<file path="config.mk">
export PLATFORM = sky130hd
export DESIGN_NAME = rsup_supervisor
export DESIGN_NICKNAME = d
export VERILOG_FILES = /design/src/rtl/rsup_pkg.sv /design/src/rtl/rsup_sync.sv /design/src/rtl/rsup_interval.sv /design/src/rtl/rsup_supervisor.sv
export SDC_FILE = /design/constraint.sdc
export NUM_CORES = 1
export LEC_CHECK = 0
export BUFFER_PORTS_ARGS = -buffer_cell sky130_fd_sc_hd__buf_2
export CAP_MARGIN = 20
export CORE_MARGIN = 5
export CORE_UTILIZATION = 40
export CTS_BUF_LIST = sky130_fd_sc_hd__clkbuf_8 sky130_fd_sc_hd__clkbuf_16
export DETAILED_ROUTE_END_ITERATION = 12
export GPL_TIMING_DRIVEN = 0
export PLACE_DENSITY = 0.68
export RECOVER_POWER = 25
export SLEW_MARGIN = 20
export SYNTH_ARGS = -nofsm -noshare
export SYNTH_HDL_FRONTEND = slang
export SYNTH_SLANG_ARGS = --single-unit
</file>
<file path="constraint.sdc">
create_clock -name clk -period 2.4 [get_ports clk]
set_input_delay 0.12 -clock clk [delete_from_list [all_inputs] [get_ports clk]]
set_output_delay 0.12 -clock clk [all_outputs]
set_load 0.03 [all_outputs]
</file>
<file path="src/rtl/rsup_pkg.sv">
package rsup_pkg;

    typedef enum logic [1:0] {
        SUP_BROWN = 2'd0,
        SUP_HOLD  = 2'd1,
        SUP_RUN   = 2'd2,
        SUP_WDRST = 2'd3
    } sup_state_e;

    localparam logic [1:0] SEL_LONG  = 2'b00;
    localparam logic [1:0] SEL_MID   = 2'b01;
    localparam logic [1:0] SEL_SHORT = 2'b10;
    localparam logic [1:0] SEL_OFF   = 2'b11;

    typedef struct packed {
        logic       enabled;
        logic       long_pulse;
        logic [1:0] code;
    } wdt_cfg_t;

    function automatic wdt_cfg_t decode_sel(input logic [1:0] s);
        wdt_cfg_t c;
        c.code       = s;
        c.enabled    = (s != SEL_OFF);
        c.long_pulse = (s == SEL_SHORT);
        return c;
    endfunction

    function automatic int max2(input int a, input int b);
        return (a > b) ? a : b;
    endfunction

endpackage

</file>
<file path="src/rtl/rsup_sync.sv">
module rsup_sync #(
    parameter int   STAGES = 2,
    parameter logic INIT   = 1'b0
) (
    input  logic clk,
    input  logic rst,
    input  logic d,
    output logic q,
    output logic fall
);
    logic [STAGES:0] chain;

    always_ff @(posedge clk) begin
        if (rst) begin
            chain <= {(STAGES+1){INIT}};
        end else begin
            chain <= {chain[STAGES-1:0], d};
        end
    end

    assign q    = chain[STAGES-1];
    assign fall = chain[STAGES] & ~chain[STAGES-1];
endmodule

</file>
<file path="src/rtl/rsup_interval.sv">
module rsup_interval #(
    parameter int TICKS_PER_MS = 50000,
    parameter int MSW          = 11
) (
    input  logic           clk,
    input  logic           rst,
    input  logic           restart,
    input  logic [MSW-1:0] limit,
    output logic           done
);
    localparam int PW = (TICKS_PER_MS > 1) ? $clog2(TICKS_PER_MS) : 1;
    localparam logic [PW-1:0] PRE_LAST = PW'(TICKS_PER_MS - 1);

    logic [PW-1:0]  pre_q;
    logic [MSW-1:0] ms_q;
    logic           tick;

    assign tick = (pre_q == PRE_LAST);

    always_ff @(posedge clk) begin
        if (rst || restart) begin
            pre_q <= '0;
            ms_q  <= '0;
        end else if (tick) begin
            pre_q <= '0;
            ms_q  <= ms_q + 1'b1;
        end else begin
            pre_q <= pre_q + 1'b1;
        end
    end

    assign done = tick && (ms_q == (limit - 1'b1));
endmodule

</file>
<file path="src/rtl/rsup_supervisor.sv">
module rsup_supervisor
    import rsup_pkg::*;
#(
    parameter int TICKS_PER_MS   = 50000,
    parameter int HOLD_MS        = 800,
    parameter int WDT_LONG_MS    = 1400,
    parameter int WDT_MID_MS     = 600,
    parameter int WDT_SHORT_MS   = 400,
    parameter int PULSE_SHORT_MS = 200,
    parameter int PULSE_LONG_MS  = 400,
    parameter int SYNC_STAGES    = 2
) (
    input  logic       clk,
    input  logic       rst,
    input  logic       vcc_ok,
    input  logic       wd_strobe,
    input  logic [1:0] wd_sel,
    output logic       reset_n,
    output logic       wdt_fire
);
    localparam int MAX_MS = max2(max2(max2(HOLD_MS, WDT_LONG_MS), max2(WDT_MID_MS, WDT_SHORT_MS)),
                                 max2(PULSE_SHORT_MS, PULSE_LONG_MS));
    localparam int MSW = $clog2(MAX_MS + 1);

    logic           vcc_s;
    logic           vcc_fall_unused;
    logic           strobe_s;
    logic           kick;
    logic           restart;
    logic           done;
    logic [MSW-1:0] limit;

    sup_state_e     state_q, state_nx;
    logic [1:0]     sel_q;
    logic           pulse_long_q, pulse_long_nx;
    logic           fire_q, fire_nx;
    logic           run_q;
    wdt_cfg_t       cfg;
    logic           sel_chg;

    rsup_sync #(.STAGES(SYNC_STAGES), .INIT(1'b0)) vcc_sync_i (
        .clk(clk), .rst(rst), .d(vcc_ok), .q(vcc_s), .fall(vcc_fall_unused)
    );

    rsup_sync #(.STAGES(SYNC_STAGES), .INIT(1'b1)) strobe_sync_i (
        .clk(clk), .rst(rst), .d(wd_strobe), .q(strobe_s), .fall(kick)
    );

    rsup_interval #(.TICKS_PER_MS(TICKS_PER_MS), .MSW(MSW)) timer_i (
        .clk(clk), .rst(rst), .restart(restart), .limit(limit), .done(done)
    );

    assign cfg     = decode_sel(wd_sel);
    assign sel_chg = (wd_sel != sel_q);

    always_comb begin
        unique case (state_q)
            SUP_RUN: begin
                unique case (wd_sel)
                    SEL_LONG:  limit = MSW'(WDT_LONG_MS);
                    SEL_MID:   limit = MSW'(WDT_MID_MS);
                    default:   limit = MSW'(WDT_SHORT_MS);
                endcase
            end
            SUP_WDRST: limit = pulse_long_q ? MSW'(PULSE_LONG_MS) : MSW'(PULSE_SHORT_MS);
            default:   limit = MSW'(HOLD_MS);
        endcase
    end

    always_comb begin
        state_nx      = state_q;
        restart       = 1'b0;
        fire_nx       = 1'b0;
        pulse_long_nx = pulse_long_q;
        unique case (state_q)
            SUP_BROWN: begin
                restart = 1'b1;
                if (vcc_s) state_nx = SUP_HOLD;
            end
            SUP_HOLD: begin
                if (done) begin
                    state_nx = SUP_RUN;
                    restart  = 1'b1;
                end
            end
            SUP_RUN: begin
                if (!cfg.enabled || sel_chg || kick) begin
                    restart = 1'b1;
                end else if (done) begin
                    state_nx      = SUP_WDRST;
                    restart       = 1'b1;
                    fire_nx       = 1'b1;
                    pulse_long_nx = cfg.long_pulse;
                end
            end
            SUP_WDRST: begin
                if (done) begin
                    state_nx = SUP_RUN;
                    restart  = 1'b1;
                end
            end
            default: begin
                state_nx = SUP_BROWN;
                restart  = 1'b1;
            end
        endcase
        if (!vcc_s) begin
            state_nx = SUP_BROWN;
            restart  = 1'b1;
            fire_nx  = 1'b0;
        end
    end

    always_ff @(posedge clk) begin
        if (rst) begin
            state_q      <= SUP_BROWN;
            sel_q        <= SEL_LONG;
            pulse_long_q <= 1'b0;
            fire_q       <= 1'b0;
            run_q        <= 1'b0;
        end else begin
            state_q      <= state_nx;
            sel_q        <= wd_sel;
            pulse_long_q <= pulse_long_nx;
            fire_q       <= fire_nx;
            run_q        <= (state_nx == SUP_RUN);
        end
    end

    assign reset_n  = run_q & vcc_ok;
    assign wdt_fire = fire_q;
endmodule

</file>
* Word level (Yosys, flattened, before mapping) *
Cells that the tools add are included.

word-level totals
  bits in registers = 39
  bits in latches = 0
  bits in writable memories = 0
  memory bits (read-only) = 0
  input bits = 6
  memories kept = 0

operators by class
  add/subtract/negate cells = 3
  multiply operators = 0
  div/mod/pow operators = 0
  order comparisons = 0
  eq/ne operators = 10
  shifts and indexed selects = 0
  multiplexer cells = 12
  bitwise gates (word level) = 6
  reduce and logical (&&, ||, !) cells = 11

operators with widths
  operator                                            number
  one-hot mux 11 bit (2 select lines)                 2
  adder 16 x 1 -> 16 bit, second input constant       1
  == test 16 bit, second input constant               1
  adder 11 x 1 -> 11 bit, second input constant       1
  == test 11 bit                                      1
  subtractor 11 x 1 -> 11 bit, second input constant  1
  2-to-1 mux 9 bit                                    1
  == test 2 bit, second input constant                4
  2-to-1 mux 2 bit                                    4
  one-hot mux 2 bit (3 select lines)                  1
  == test 2 x 1 -> 1 bit, second input constant       2
  logical NOT 2 bit                                   2
  NOT 1 bit                                           4
  OR reduction 2 bit                                  2
  OR reduction 4 bit                                  1
  logical OR 1 bit                                    3
  2-to-1 mux 1 bit                                    3
  one-hot mux 1 bit (3 select lines)                  1
  AND reduction 3 bit                                 1
  AND 1 bit                                           2
  inequality test 2 bit                               1
  inequality test 2 bit, second input constant        1
  logical AND 1 bit                                   1
  logical NOT 1 bit                                   1

* Longest topological paths before layout *
Gate-level depths: netlist (run 1).

  word-level depth = 12
  depth in mapped cells = 10
  gate-level depth less buffers = 8

* By module *
Synthesis (run 1) repeated with hierarchy kept, for this count alone.

unflattened totals
  cells, all modules = 245
  area, all modules = 2154.6 sq um

modules (own cells, without submodules)
  module                     instances  cells an instance  area each (sq um)
  rsup_interval              1          187                1597.8
  rsup_supervisor            1          44                 384.1
  rsup_sync (vcc_sync_i)     1          7                  87.6
  rsup_sync (strobe_sync_i)  1          7                  85.1

* Worst setup path before layout (run 1) *
OpenSTA, ideal clock, no wires.

  path type = reg-to-reg
  from = register state_q[0]
  to = register timer_i.ms_q[10]
  setup time = 0.130 ns
  arrival = 2.407 ns
  data required time = 2.270 ns
  path slack = -0.137 ns
  cell stages (with the launch flop) = 11
  buffers on the path = 2
  path through = dfxtp_1 buf_2 mux2i_1 nand2_1 ha_1 xor2_1 o221ai_1 or4_4 nor3_2 buf_4 nor3_1

on the way
  longest elaborated chain between the ends = 10

ends and longest elaborated chain
  what                                  line                                                                 text
  start, declared                       rsup_supervisor.sv:33                                                sup_state_e state_q, state_nx;
  start signal, assigned                rsup_supervisor.sv:122                                               state_q <= state_nx;
  == test 2 bit                         rsup_supervisor.sv:57, rsup_supervisor.sv:75
  one-hot mux 11 bit (2 select lines)   rsup_supervisor.sv:57                                                unique case (state_q)
  subtractor 11 x 1 -> 11 bit           rsup_interval.sv:32                                                  assign done = tick && (ms_q == (limit - 1'b1));
  == test 11 bit                        rsup_interval.sv:32
  logical AND 1 bit                     rsup_interval.sv:32
  2-to-1 mux 1 bit                      rsup_supervisor.sv:81, rsup_supervisor.sv:89, rsup_supervisor.sv:97
  2-to-1 mux 1 bit                      rsup_supervisor.sv:87                                                if (!cfg.enabled || sel_chg || kick) begin
  one-hot mux 1 bit (3 select lines) *  rsup_supervisor.sv:75                                                unique case (state_q)
  2-to-1 mux 1 bit *                    rsup_supervisor.sv:107                                               if (!vcc_s) begin
  logical OR 1 bit *                    rsup_interval.sv:21                                                  if (rst || restart) begin
  end signal, assigned                  rsup_interval.sv:26                                                  ms_q <= ms_q + 1'b1;
  end, declared                         rsup_interval.sv:15                                                  logic [MSW-1:0] ms_q;

Mark *: on every way between the ends. The rest lies on a longest branch, timed or not.
A chain may end at the register's enable or synchronous reset.

* Worst setup path in the final report (run 1) *
  from = register state_q[0]
  to = register timer_i.ms_q[0]

Same word-level chain as after synthesis.

==> impl_metrics.csv, run 1 <==
group,metric,value,unit
outcome,status,"complete, but fails checks",
outcome,failed_checks,"setup timing",
layout,area.growth.synth_to_final,21.5,%
die,top_level_ports,8,
die,die_width,80.5,µm
setup_path,cpMaxStageDelayCell,"sky130_fd_sc_hd__or4_4",
timing,period_needed,2540,ps
setup_path,worst_setup_path_start_kind,"flip-flop",
job,drv_cap,0,
setup_path,timing.critical_path.mode_cell,"sky130_fd_sc_hd__buf_6",
clock_network,tritoncts,"built",
die,fp.dieArea,6480,µm²
timing,unrepaired_setup_endpoints_after_global_routing,"yes",
detailed_routing,remaining_drc_errors,0,
pwr,power.density_cell_area,485,nW/µm²
layout,sequential_cell_area,783,µm²
timing,maxSlewHeadroom,56.4,%
timing,number_of_failing_setup_endpoints_in_the_final_timing_report,13,
setup_path,cp_max_fo,5,
placement,dp.cells,296,
clock_network,ctsHtreeMaxLevel,2,
layout,layout-drive-gt1-share,20.1,%
logic_synthesis,synth_largest_type_area_fraction,39.3,%
logic_synthesis,yosys-top-cells-area,"sky130_fd_sc_hd__dfxtp_1 (39%), sky130_fd_sc_hd__xnor2_1 (7.0%), sky130_fd_sc_hd__xor2_1 (4.8%)",
clock_network,cts_made_buffers,5,
setup_path,ff2ff_path_depth,10,
clock_network,cts.root.buffer_cell,"sky130_fd_sc_hd__clkbuf_8",
die,die_height,80.5,µm
setup_path,cp.depth,10,
grt,grt_use_total,14.4,%
timing,finalClockSkew,6.90,ps
logic_synthesis,netlist_instances,223,
hold_path,hold-path-cell-count,2,
grt,grt_start_max_net_pins,12,
grt,grt_overflow,0,
clock_network,clkSlewWorstSetupHoldPaths,70,ps
die,std_cell_rows,25,
detailed_routing,routed-via-count,1706,
logic_synthesis,synth.largest_area_cell,"sky130_fd_sc_hd__dfxtp_1",
logic_synthesis,synth_flop_cell,"sky130_fd_sc_hd__dfxtp_1",
setup_path,slowest_delay,530,ps
logic_synthesis,synth_cell_types,50,
logic_synthesis,syn-cell-area,1990,µm²
detailed_routing,drt_iter0_drc,116,
timing,fin_crit_sh,106,%
setup_path,crit_buf_inv,2,
layout,finish.cell_count_without_fillers,316,
setup_path,cpLargestDelayFamily,"simple AND/OR/NAND/NOR gates",
layout,final_antenna_diode_count,0,
pwr,maximum_vdd_drop,0.404,mV
clock_network,max-clock-path-buffers,2,
logic_synthesis,synthesis.nets,232,
logic_synthesis,post_synthesis_register_bit_count,39,
clock_network,insertion_delay,290,ps
detailed_routing,vias_per_cell,5.40,
layout,finalNetCount,257,
logic_synthesis,synth_edf_count,0,
hold_path,worst_hold_path_type,"in2reg",
detailed_routing,routed_wirelength,4.20,mm
placement,routabilityCongestion,0.823,
timing,report.final.hold_viol_count,0,
hold_path,worst_hold_startpoint,"vcc_ok",
logic_synthesis,synthesis.area_per_instance,8.92,µm²
setup_path,timing.setup.critical_path_class,"reg2reg",
pwr,cellLeakagePower,0.853,nW
placement,place.port_buffers,6,
setup_path,critPathArrivalTime,2710,ps
setup_path,reg2reg_slack,-140,ps
setup_path,r2r_start,"state_q[0]",
detailed_routing,wl_per_cell,13.3,µm
timing,setup_ws,-139,ps
timing,maxSlewViolCount,0,
timing,tightest_slew,649,ps
grt,grt_pass1_vias,1529,
setup_path,critical_path_required,2570,ps
detailed_routing,drt_first_pass_iters,4,
logic_synthesis,postSynth.asyncResetShare,0,%
die,initial_core_util,41.5,%
layout,multi_input_comb_area,1250,µm²
detailed_routing,final_antenna_net_count,0,
logic_synthesis,yosysSeqAreaShare,39.3,%
timing,max_clock_freq,0.394,GHz
setup_path,endpoint_kind,"flip-flop",
hold_path,hold_end,"vcc_sync_i.chain[0]",
die,core,4790,µm²
grt,grt_antenna_before_repair,0,
grt,grt_first_pass_wirelength,7.22,mm
logic_synthesis,ys_warn_count,0,
placement,detailed_place_hpwl,2.71,mm
timing,finalSetupTns,-1740,ps
layout,fillerInstances,445,
setup_path,worstPathCellList,"buf_6 > mux2i_4 > nand2_2 > ha_4 > xor2_2 > o221ai_2 > or4_4 > nor3_4 > buf_6 > nor3_1",
clock_network,cts.sink_count,39,
setup_path,r2r-end,"timer_i.ms_q[0]",
==> flip-flops by register name (all words and copies together) (netlist names) <==
register,flops
sel_q,2
vcc_sync_i.chain,2
timer_i.pre_q,16
strobe_sync_i.chain,3
timer_i.ms_q,11
wdt_fire,1
state_q,2
run_q,1
pulse_long_q,1
==> synth_stat cells (2+ instances only) <==
| master | n |
|---|---|
| sky130_fd_sc_hd__dfxtp_1 | 39 |
| sky130_fd_sc_hd__nor2_1 | 25 |
| sky130_fd_sc_hd__xnor2_1 | 16 |
| sky130_fd_sc_hd__nor3_1 | 15 |
| sky130_fd_sc_hd__xor2_1 | 11 |
| sky130_fd_sc_hd__nand2_1 | 10 |
| sky130_fd_sc_hd__nand3_1 | 10 |
| sky130_fd_sc_hd__nor2b_1 | 7 |
| sky130_fd_sc_hd__inv_1 | 6 |
| sky130_fd_sc_hd__nand2b_1 | 6 |
| sky130_fd_sc_hd__and3_1 | 5 |
| sky130_fd_sc_hd__and4_1 | 5 |
| sky130_fd_sc_hd__clkbuf_1 | 5 |
| sky130_fd_sc_hd__nor4_1 | 5 |
| sky130_fd_sc_hd__and2_1 | 4 |
| sky130_fd_sc_hd__mux2i_1 | 4 |
| sky130_fd_sc_hd__nand4_1 | 4 |
| sky130_fd_sc_hd__ha_1 | 3 |
| sky130_fd_sc_hd__or2_2 | 3 |
| sky130_fd_sc_hd__a21oi_1 | 2 |
| sky130_fd_sc_hd__and4bb_2 | 2 |
| sky130_fd_sc_hd__buf_2 | 2 |
| sky130_fd_sc_hd__o211ai_1 | 2 |
| sky130_fd_sc_hd__o21ai_0 | 2 |
| sky130_fd_sc_hd__o221ai_1 | 2 |
| sky130_fd_sc_hd__o22ai_1 | 2 |
| sky130_fd_sc_hd__o31ai_1 | 2 |
| sky130_fd_sc_hd__or4b_2 | 2 |
==> placed cells by master (no fill, tap or decap), drive strengths merged, types with 3 or more instances in the layout <==
| cell | instances |
|---|---|
| nor2 | 25 |
| ha | 3 |
| nor4 | 6 |
| and3 | 5 |
| or2 | 3 |
| and4 | 5 |
| buf | 20 |
| nand4 | 5 |
| nor2b | 7 |
| inv | 7 |
| mux2i | 4 |
| clkbuf | 13 |
| nor3 | 16 |
| nand2b | 6 |
| nand2 | 10 |
| nand3 | 10 |
| and2 | 4 |
| xor2 | 11 |
| xnor2 | 16 |
| dfxtp | 39 |
==> layout make-up <==
type / instances / area share (%)
flip-flops and latches: 39 / 32.4
clock buffers: 7 / 3.99
well taps: 67 / 3.47
inverters: 6 / 0.932
repair buffers: 18 / 5.18
multi-input cells: 169 / 51.6
clock inverters: 1 / 0.155
plain buffers: 9 / 2.23
==> timing repair <==
item | 4_1_cts | 5_1_grt
gates resized for setup | 6 | 11
pin swaps | 2 | 6
hold endpoints to repair | 0 | 1
endpoints found under the setup margin | 14 | 15
hold buffers | 0 | 1
gates cloned | 1 | 0
setup buffers | 10 | 6
==> how the worst max path moves through the flow <==
stage | slack (ps) | to | startpoint
6_report | -140 | timer_i.ms_q[0] | state_q[0]
3_3_place_gp | -270 | timer_i.ms_q[9] | state_q[1]
2_1_floorplan | 6 | timer_i.ms_q[10] | state_q[0]
5_1_grt | -220 | timer_i.ms_q[8] | state_q[0]
3_5_place_dp | -240 | timer_i.ms_q[7] | state_q[0]
4_1_cts | -220 | timer_i.ms_q[3] | state_q[0]
==> metal layers <==
layer  vias to the layer above  share of wire (%)  routed length [µm]  track usage [%]
li1                        844                  -                   -                -
met5                         -                  0                   0                0
met3                         8                5.0                 212             4.82
met4                         0                1.7                  70             5.57
met1                       805                 47                1990             17.9
met2                        49                 46                1930             23.0
==> stage by stage <==
step                      instance area, µm²  setup WS [ps]  power, mW  utilization, %  hold slack [ps]
final                                   2420           -139       1.17            50.5             76.0
after CTS                               2350           -220       1.19            49.1             3.29
after global placement                  2140           -273      0.704            44.7              303
after global routing                    2420           -220       1.23            50.5             61.4
after detailed placement                2140           -242      0.704            44.7              312
after floorplan                         2030           6.11      0.694               -              192
==> cells by family (layout without fill, tap and decap cells) <==
family,after synthesis,after routing,synth area share (%)
XOR/XNOR,27,27,11.9
flip-flops,39,39,39.3
adder cells (fa/ha/maj),3,3,1.89
AND/OR/NAND/NOR,114,114,33.8
buffers and inverters,15,41,3.15
multiplexers,4,4,2.01
AO/OA/AOI/OAI,21,21,7.99
==> power breakdown <==
group	internal, mW	switching, mW	total, mW
sequential	0.653	0.00228	0.655
combinational	0.0191	0.0211	0.0402
clock	0.258	0.219	0.477
total	0.930	0.242	1.17
No activity file was read; power rests on OpenSTA's default activity.
==> inputs of run 2 (changes only) <==
--- a/config.mk
+++ b/config.mk
@@ -7,6 +7,7 @@
 export LEC_CHECK = 0
 export BUFFER_PORTS_ARGS = -buffer_cell sky130_fd_sc_hd__buf_2
 export CAP_MARGIN = 20
+export CORE_ASPECT_RATIO = 1.1
 export CORE_MARGIN = 5
 export CORE_UTILIZATION = 40
 export CTS_BUF_LIST = sky130_fd_sc_hd__clkbuf_8 sky130_fd_sc_hd__clkbuf_16
@@ -17,4 +18,5 @@
 export SLEW_MARGIN = 20
 export SYNTH_ARGS = -nofsm -noshare
 export SYNTH_HDL_FRONTEND = slang
+export SYNTH_HIERARCHICAL = 1
 export SYNTH_SLANG_ARGS = --single-unit
==> impl_metrics.csv, run 2 <==
group,metric,value,unit
grt,grt_antenna_before_repair,0,
setup_path,worst_setup_path_start_kind,"flip-flop",
clock_network,cts.sink_count,39,
detailed_routing,routed_wirelength,4.16,mm
pwr,power.density_cell_area,469,nW/µm²
clock_network,clkSlewWorstSetupHoldPaths,80,ps
layout,finalNetCount,295,
die,die_width,79.4,µm
timing,max_clock_freq,0.326,GHz
die,fp.dieArea,6860,µm²
setup_path,endpoint_kind,"flip-flop",
timing,setup_ws,-668,ps
setup_path,critPathArrivalTime,3290,ps
setup_path,cpLargestDelayFamily,"simple AND/OR/NAND/NOR gates",
outcome,status,"complete, but fails checks",
setup_path,critical_path_required,2630,ps
grt,grt_use_total,13.3,%
timing,number_of_failing_setup_endpoints_in_the_final_timing_report,32,
layout,reg_top3,"timer_i/pre_q x16, timer_i/ms_q x11, strobe_sync_i/chain x3",
logic_synthesis,netlist_instances,242,
layout,sequential_cell_area,785,µm²
layout,fillerInstances,484,
timing,period_needed,3070,ps
logic_synthesis,synthesis.area_per_instance,8.76,µm²
timing,finalClockSkew,11.4,ps
detailed_routing,drt_first_pass_iters,4,
timing,tightest_slew,631,ps
timing,maxSlewHeadroom,57.6,%
detailed_routing,routed-via-count,1737,
clock_network,tritoncts,"built",
die,die_height,86.3,µm
setup_path,slowest_delay,570,ps
setup_path,cp_max_fo,6,
logic_synthesis,syn-cell-area,2120,µm²
clock_network,cts.root.buffer_cell,"sky130_fd_sc_hd__clkbuf_8",
setup_path,cpMaxStageDelayCell,"sky130_fd_sc_hd__or4_4",
timing,finalSetupTns,-18280,ps
layout,most-common-layout-cells,"sky130_fd_sc_hd__dfxtp_1 (38), sky130_fd_sc_hd__nor2_1 (30), sky130_fd_sc_hd__xor2_1 (20)",
setup_path,timing.critical_path.from,"state_q[0]",
die,std_cell_rows,27,
clock_network,max-clock-path-buffers,2,
grt,grt_pass1_vias,1700,
outcome,failed_checks,"setup timing",
placement,routabilityCongestion,0.803,
setup_path,r2r_start,"state_q[0]",
setup_path,worstPathCellList,"nor2b_4 > o21a_4 > or4_4 > buf_4 > nor3_2 > xnor2_1 > a211o_1 > a2111oi_4 > or3b_1 > or2_4 > or2_4 > buf_6 > nor2_2",
die,core,5070,µm²
layout,final_antenna_diode_count,0,
setup_path,timing.critical_path.mode_cell,"sky130_fd_sc_hd__or2_4",
layout,largest_register_ff_count,16,
clock_network,cts_made_buffers,5,
detailed_routing,vias_per_cell,5.03,
clock_network,insertion_delay,290,ps
detailed_routing,drt_iter0_drc,58,
setup_path,timing.setup.critical_path_class,"reg2reg",
pwr,maximum_vdd_drop,0.282,mV
layout,area.growth.synth_to_final,26.1,%
job,drv_cap,0,
timing,fin_crit_sh,128,%
layout,top_register,"timer_i/pre_q",
logic_synthesis,ys_warn_count,6,
placement,detailed_place_hpwl,2.85,mm
timing,unrepaired_setup_endpoints_after_global_routing,"yes",
timing,report.final.hold_viol_count,0,
die,top_level_ports,8,
grt,grt_overflow,0,
timing,maxSlewViolCount,0,
clock_network,ctsHtreeMaxLevel,2,
layout,finish.cell_count_without_fillers,345,
pwr,cellLeakagePower,0.958,nW
die,initial_core_util,41.8,%
placement,dp.cells,324,
setup_path,crit_buf_inv,2,
detailed_routing,remaining_drc_errors,0,
layout,layout-drive-gt1-share,25.1,%
layout,final_common_cell,"sky130_fd_sc_hd__dfxtp_1",
placement,place.port_buffers,7,
hold_path,worst_hold_startpoint,"wd_strobe",
detailed_routing,final_antenna_net_count,0,
grt,grt_first_pass_wirelength,7.40,mm
layout,multi_input_comb_area,1470,µm²
hold_path,worst_hold_path_type,"in2reg",
detailed_routing,wl_per_cell,12.1,µm
grt,grt_start_max_net_pins,14,
==> run 2: routing by layer <==
layer	routed length [µm]	global-route usage [%]	vias up	share of wire [%]
met4	72	5.78	0	1.7
met5	0	0	-	0
met1	1890	15.8	810	45
met2	2110	23.0	14	51
li1	-	-	906	-
met3	84	2.81	7	2.0
==> run 2: what timing repair did <==
action	CTS	global route
hold buffers	0	0
setup endpoints to repair	32	32
gates resized for setup	15	12
gates cloned	1	1
buffers inserted	7	6
pin swaps	14	10
==> run 2: final cells by class <==
class                           count  area share, %
Sequential cell                    39           29.4
Multi-Input combinational cell    208           55.0
Inverter                            5          0.702
Tap cell                           58           2.72
Buffer                              5           2.06
Timing Repair Buffer               22           5.95
Clock buffer                        5           2.57
Clock inverter                      3           1.64
==> run 2: worst paths after layout <==
path	endpoint	slack, ps	depth (start not counted)
worst min-delay path	strobe_sync_i/chain[0]	9	2
worst min register to register	strobe_sync_i/chain[1]	410	1
worst max register to register	timer_i/pre_q[7]	-670	13
worst max-delay path	timer_i/pre_q[7]	-670	13
==> run 2: where the power goes <==
part,switching (mW),total [mW],internal (mW)
clock,0.236,0.545,0.309
combinational,0.0297,0.0550,0.0253
sequential,0.00237,0.654,0.651
total,0.268,1.25,0.986
==> run 2: stage by stage <==
step	power (mW)	instance area [µm²]	hold WS, ps	util (%)	worst slack [ps]
after global placement	0.718	2370	307	46.7	-891
after global routing	1.31	2670	5.59	52.7	-769
final	1.25	2670	8.78	52.7	-668
after detailed placement	0.719	2370	301	46.7	-902
after floorplan	0.708	2260	189	-	-716
after CTS	1.26	2570	1.50	50.8	-719
